--- src/rtl/cellguard_pkg.sv ---
package cellguard_pkg;

    typedef enum logic [2:0] {
        ST_NORMAL      = 3'd0,
        ST_OVERCHARGED = 3'd1,
        ST_OVERCURRENT = 3'd2,
        ST_OVERDISCH   = 3'd3,
        ST_ABNORMAL    = 3'd4
    } prot_state_e;

    // Timer slots; the order fixes which flag feeds which window.
    localparam int unsigned TMR_HIGH    = 0;
    localparam int unsigned TMR_LOW     = 1;
    localparam int unsigned TMR_OC1     = 2;
    localparam int unsigned TMR_OC2     = 3;
    localparam int unsigned TMR_SHORT   = 4;
    localparam int unsigned TMR_ABNORM  = 5;
    localparam int unsigned NUM_TMR     = 6;

    // Current-tier slots are contiguous so a range reduce covers them.
    localparam int unsigned CUR_FIRST   = TMR_OC1;
    localparam int unsigned CUR_LAST    = TMR_SHORT;

    function automatic int unsigned cnt_width(input int unsigned depth);
        return (depth < 2) ? 1 : $clog2(depth + 1);
    endfunction

endpackage

--- src/rtl/cellguard_timer.sv ---
module cellguard_timer
    import cellguard_pkg::*;
#(
    parameter int unsigned DELAY = 8
) (
    input  logic clk,
    input  logic rst_n,
    input  logic arm,
    input  logic flag,
    output logic fire
);
    localparam int unsigned CW = cnt_width(DELAY);
    localparam logic [CW-1:0] LAST = CW'(DELAY - 1);

    logic [CW-1:0] cnt_q;
    logic          live;

    assign live = arm & flag;
    assign fire = live && (cnt_q == LAST);

    // Counts consecutive qualified edges; holds at LAST until the
    // owning state leaves NORMAL and arm drops.
    always_ff @(posedge clk) begin
        if (!rst_n) begin
            cnt_q <= '0;
        end else if (!live) begin
            cnt_q <= '0;
        end else if (cnt_q != LAST) begin
            cnt_q <= cnt_q + 1'b1;
        end
    end

endmodule

--- src/rtl/cellguard_fsm.sv ---
module cellguard_fsm
    import cellguard_pkg::*;
(
    input  logic               clk,
    input  logic               rst_n,
    input  logic [NUM_TMR-1:0] fire,
    input  logic               vbat_hi,
    input  logic               vbat_rel,
    input  logic               vbat_lo,
    input  logic               mon_oc1,
    input  logic               chg_det,
    input  logic               abn_chg,
    output prot_state_e        state_q,
    output logic               chg_en,
    output logic               dis_en,
    output logic               pd_en
);
    prot_state_e state_d;
    logic        seen_q;
    logic        seen_d;
    logic        cur_fire;

    assign cur_fire = |fire[CUR_LAST:CUR_FIRST];

    always_comb begin
        state_d = state_q;
        seen_d  = 1'b0;
        unique case (state_q)
            ST_NORMAL: begin
                if (cur_fire)
                    state_d = ST_OVERCURRENT;          // DETECT_CURRENT
                else if (fire[TMR_LOW])
                    state_d = ST_OVERDISCH;            // DETECT_LOW
                else if (fire[TMR_HIGH])
                    state_d = ST_OVERCHARGED;          // DETECT_HIGH
                else if (fire[TMR_ABNORM])
                    state_d = ST_ABNORMAL;             // DETECT_ABNORMAL
            end
            ST_OVERCHARGED: begin
                if (chg_det) begin
                    seen_d = 1'b1;                     // charger blocks release
                end else if (seen_q) begin
                    state_d = ST_NORMAL;               // RELEASE_UNPLUG
                end else if (vbat_rel) begin
                    state_d = ST_NORMAL;               // RELEASE_HYST
                end else if (!vbat_hi && mon_oc1) begin
                    state_d = ST_NORMAL;               // RELEASE_LOAD
                end
            end
            ST_OVERCURRENT: begin
                if (!mon_oc1)
                    state_d = ST_NORMAL;               // CLEAR_CURRENT
            end
            ST_OVERDISCH: begin
                if (!vbat_lo)
                    state_d = ST_NORMAL;               // CLEAR_LOW
            end
            ST_ABNORMAL: begin
                if (!abn_chg && !chg_det)
                    state_d = ST_NORMAL;               // CLEAR_ABNORMAL
            end
            default: state_d = ST_NORMAL;
        endcase
    end

    // State register
    always_ff @(posedge clk) begin
        if (!rst_n) begin
            state_q <= ST_NORMAL;
            seen_q  <= 1'b0;
        end else begin
            state_q <= state_d;
            seen_q  <= seen_d;
        end
    end

    // Output register, decoded from the next state
    always_ff @(posedge clk) begin
        if (!rst_n) begin
            chg_en <= 1'b1;
            dis_en <= 1'b1;
            pd_en  <= 1'b0;
        end else begin
            chg_en <= !((state_d == ST_OVERCHARGED) || (state_d == ST_ABNORMAL));
            dis_en <= !((state_d == ST_OVERCURRENT) || (state_d == ST_OVERDISCH));
            pd_en  <= (state_d == ST_OVERCURRENT);
        end
    end

endmodule

--- src/rtl/cellguard_ctrl.sv ---
module cellguard_ctrl
    import cellguard_pkg::*;
#(
    parameter int unsigned D_OVC   = 40,
    parameter int unsigned D_OVD   = 24,
    parameter int unsigned D_OC1   = 16,
    parameter int unsigned D_OC2   = 8,
    parameter int unsigned D_SHORT = 3
) (
    input  logic       clk,
    input  logic       rst_n,
    input  logic       vbat_hi,
    input  logic       vbat_rel,
    input  logic       vbat_lo,
    input  logic       mon_oc1,
    input  logic       mon_oc2,
    input  logic       mon_short,
    input  logic       chg_det,
    input  logic       abn_chg,
    output logic       chg_en,
    output logic       dis_en,
    output logic       pd_en,
    output logic [2:0] state_code
);
    // Abnormal charge shares the overcharge window.
    localparam int unsigned DLY [NUM_TMR] = '{D_OVC, D_OVD, D_OC1, D_OC2, D_SHORT, D_OVC};

    prot_state_e        state_q;
    logic [NUM_TMR-1:0] tmr_flag;
    logic [NUM_TMR-1:0] tmr_arm;
    logic [NUM_TMR-1:0] tmr_fire;
    logic               in_normal;

    assign in_normal = (state_q == ST_NORMAL);

    always_comb begin
        tmr_flag             = '0;
        tmr_flag[TMR_HIGH]   = vbat_hi;
        tmr_flag[TMR_LOW]    = vbat_lo;
        tmr_flag[TMR_OC1]    = mon_oc1;
        tmr_flag[TMR_OC2]    = mon_oc2;
        tmr_flag[TMR_SHORT]  = mon_short;
        tmr_flag[TMR_ABNORM] = abn_chg;
    end

    for (genvar g = 0; g < NUM_TMR; g++) begin : g_tmr
        if (g >= CUR_FIRST && g <= CUR_LAST) begin : g_cur
            // Current tiers are held clear while the cell is above threshold.
            assign tmr_arm[g] = in_normal && !vbat_hi;
        end else begin : g_volt
            assign tmr_arm[g] = in_normal;
        end
        cellguard_timer #(.DELAY(DLY[g])) u_tmr (
            .clk  (clk),
            .rst_n(rst_n),
            .arm  (tmr_arm[g]),
            .flag (tmr_flag[g]),
            .fire (tmr_fire[g])
        );
    end

    cellguard_fsm u_fsm (
        .clk     (clk),
        .rst_n   (rst_n),
        .fire    (tmr_fire),
        .vbat_hi (vbat_hi),
        .vbat_rel(vbat_rel),
        .vbat_lo (vbat_lo),
        .mon_oc1 (mon_oc1),
        .chg_det (chg_det),
        .abn_chg (abn_chg),
        .state_q (state_q),
        .chg_en  (chg_en),
        .dis_en  (dis_en),
        .pd_en   (pd_en)
    );

    assign state_code = state_q;

endmodule

--- config.mk ---
export PLATFORM = sky130hd
export DESIGN_NAME = cellguard_ctrl
export DESIGN_NICKNAME = d
export VERILOG_FILES = /design/src/rtl/cellguard_pkg.sv /design/src/rtl/cellguard_timer.sv /design/src/rtl/cellguard_fsm.sv /design/src/rtl/cellguard_ctrl.sv
export SDC_FILE = /design/constraint.sdc
export NUM_CORES = 1
export LEC_CHECK = 0
export BUFFER_PORTS_ARGS = -buffer_cell sky130_fd_sc_hd__buf_2
export CORE_MARGIN = 2
export CORE_UTILIZATION = 55
export CTS_CLUSTER_DIAMETER = 200
export CTS_CLUSTER_SIZE = 25
export DETAILED_ROUTE_END_ITERATION = 6
export GPL_ROUTABILITY_DRIVEN = 0
export HOLD_SLACK_MARGIN = 0.15
export PLACE_DENSITY = 0.75
export SYNTH_ARGS = -nofsm -noshare
export SYNTH_HDL_FRONTEND = slang
export SYNTH_HIERARCHICAL = 1
export SYNTH_SLANG_ARGS = --single-unit
--- constraint.sdc ---
create_clock -name clk -period 2.8 [get_ports clk]
set_clock_uncertainty 0.1 [all_clocks]
set_input_delay 0.14 -clock clk [delete_from_list [all_inputs] [get_ports clk]]
set_output_delay 0.14 -clock clk [all_outputs]
set_load 0.01 [all_outputs]
==> impl_metrics.yaml <==
timing:
  final.setup.worst_slack_ns: 0.211
  rsz0062_at_grt: "no"
  fmax_ghz: 0.386
  timing.final.crit_share_pct: 92.5
  finalHoldViolCount: 0
  hold_slack_ns: 0.281
  setup_viol: 0
  slew-limit-headroom_pct: 62.3
  drv_slew: 0
  tightest_slew_ns: 0.561
  fin_setup_tns_ns: 0
  finalCriticalPeriod_ns: 2.59
cts:
  cts.sinks: 35
  tritoncts: "yes"
  clockBufferDepth: 2
  cts.clk_slew.worst_paths_ns: 0.10
  cts_made_buffers: 5
  cts-root-buf: "clkbuf_4"
  clk_latency_ns: 0.32
  cts_max_level: 2
  post_cts_buffers: 0
floorplanning:
  die_h_um: 59.0
  die_w_um: 59.0
  pin_count: 16
  core_um2: 2810
  dieArea_um2: 3480
  core.rowCount: 19
  start_util_pct: 59.4
logic_synthesis:
  syn_area_um2: 1670
  ys_types: 42
  synthFlopType: "dfxtp_1"
  synth_nets: 195
  ys_seq_area_share_pct: 42.1
  synth_warnings: 6
  ys_async_sr_fraction_pct: 0
  synth_cells: 178
  avgSynthCellArea_um2: 9.36
  synth_edf_count: 0
  ys_ff_latch: 35
global_routing:
  grt_max_degree: 12
  grt_use_total_pct: 19.4
  overflow: 0
  antenna_found_initial: 0
  grt_pass1_vias: 1300
  grt_pass1_wl_mm: 5.17
layout:
  drive_above_1_share_pct: 19.3
  final_cell_mix: "dfxtp_1, nor2_1, buf_2"
  nNetsFinal: 228
  final_common_cell: "dfxtp_1"
  area_growth_pct: 16.2
  fin_util_pct: 69.0
  n_antenna_cell: 0
critical_path:
  rr_worst_depth: 8
  worstPathRequired_ns: 2.97
  max_stage_delay_ns: 0.59
  cp-start-kind: "register"
  critical_path_depth: 8
  path_cells: "ha_1 > and3_1 > ha_1 > and3_1 > nor3_1 > a31oi_1 > a211oi_1 > dlygate4sd3_1"
  slowest_stage: "dlygate4sd3_1"
  end_kind: "register"
  critical_path_class: "register to register"
  crit_family: "buffers and inverters"
  worst-endpoint-arrival_ns: 2.76
  crit_buf_inv: 1
  cp_max_fo: 7
routing:
  first_iter_violations: 59
  antenna_left: 0
  routedWlPerCell_um: 12.5
  drcViolationCount: 0
  vias: 1348
  routed_wl_mm: 3.04
  dr.pass1.iters: 4
  drt-vias-per-instance: 5.55
power:
  p_total_uw: 813
  power_leakage_nw: 0.899
  p_per_area_nw_per_um2: 420
  vdd_drop_max_uv: 295
worst_hold_path:
  hold_path_class: "input pin to register"
  min_path_cells: 4
placed_design:
  place.port_buffers: 15
  hpwl_mm: 2.29
  dp_slack_ns: 0.454
status:
  status: "finished, final reports clean"
flow_run:
  cap_violations: 0
[registers in the layout, summed over array words and instances, names as in the netlist]
register           count
g_tmr.u_tmr/cnt_q     28
u_fsm/chg_en           1
u_fsm/dis_en           1
u_fsm/pd_en            1
u_fsm/seen_q           1
u_fsm/state_q          3
[power breakdown]
group          leakage (nW)  total, mW  switching (mW)  internal (mW)
clock network        0.0293      0.251           0.153         0.0978
logic                 0.586     0.0510          0.0254         0.0255
registers             0.283      0.511         0.00693          0.504
total                 0.899      0.813           0.185          0.628
[final timing paths]
check / startpoint / end / slack (ns)
worst max-delay path: g_tmr[2].u_tmr/cnt_q[0] / u_fsm/state_q[2] / 0.21
worst min-delay path: vbat_rel / u_fsm/state_q[0] / 0.28
worst max register to register: g_tmr[2].u_tmr/cnt_q[0] / u_fsm/state_q[2] / 0.21
worst min register to register: g_tmr[4].u_tmr/cnt_q[1] / g_tmr[4].u_tmr/cnt_q[1] / 0.38
[synth_stat cells, types with 2 or more instances]
cell / n / area (um2)
or3_1: 2 / 12.5
xor2_1: 9 / 78.8
nor3_1: 7 / 35.0
a211o_1: 2 / 17.5
nand4_1: 4 / 25.0
a31oi_1: 2 / 12.5
dfxtp_1: 35 / 701
a21oi_1: 3 / 15.0
nor3b_2: 3 / 37.5
o21ai_0: 5 / 25.0
ha_1: 7 / 87.6
and2_1: 2 / 12.5
xnor2_1: 3 / 26.3
and3_1: 7 / 43.8
nand3_2: 2 / 20.0
nor2b_1: 4 / 25.0
mux2i_1: 4 / 40.0
a21oi_2: 2 / 17.5
nand3_1: 12 / 60.1
nor2_1: 25 / 93.8
and2_2: 2 / 15.0
nand2_1: 14 / 52.6
inv_1: 3 / 11.3
[timing repair]
action,in CTS,in global routing
setup endpoints to repair,0,0
hold buffers,11,0
endpoints found under the hold margin,27,0
gates resized for setup,0,0
[worst reg2reg max path, cell delays in order, from the launching register on]
cell and delay [ns]:
dfxtp_1 0.37, ha_1 0.23, and3_1 0.18, ha_1 0.27, and3_1 0.21, nor3_1 0.18
a31oi_1 0.11, a211oi_1 0.29, dlygate4sd3_1 0.59
[final cells by class]
class,count,area [um2]
Multi-Input combinational cell,138,938
Fill cell,228,870
Sequential cell,35,701
Timing Repair Buffer,27,193
Clock buffer,7,45.0
Tap cell,31,38.8
Inverter,4,15.0
Clock inverter,1,5.00
[stage by stage]
| step | area [um2] | std cells |
|---|---|---|
| 4_1_cts | 1940 | 243 |
| 3_3_place_gp | 1780 | 224 |
| 5_1_grt | 1940 | 243 |
| 6_report | 1940 | 243 |
| 3_5_place_dp | 1780 | 224 |
| 2_1_floorplan | 1670 | 178 |
[metal layers]
metal / GRT usage [%] / up-vias / part of all wire, %
met3: 3.93 / 8 / 2.8
li1: - / 697 / -
met4: 9.42 / 0 / 2.0
met2: 35.1 / 21 / 51
met1: 21.5 / 622 / 44
met5: 0 / - / 0
[cell families (layout without fill, tap and decap cells)]
family | Yosys count | count (layout) | synth area share, %
XOR/XNOR | 12 | 12 | 6.31
adder cells (fa/ha/maj) | 7 | 7 | 5.26
flip-flops | 35 | 35 | 42.1
multiplexers | 5 | 5 | 3.08
AO/OA/AOI/OAI | 20 | 20 | 8.49
buffers and inverters | 5 | 39 | 1.58
AND/OR/NAND/NOR | 94 | 94 | 33.2
No activity file was read; power rests on OpenSTA's default activity.
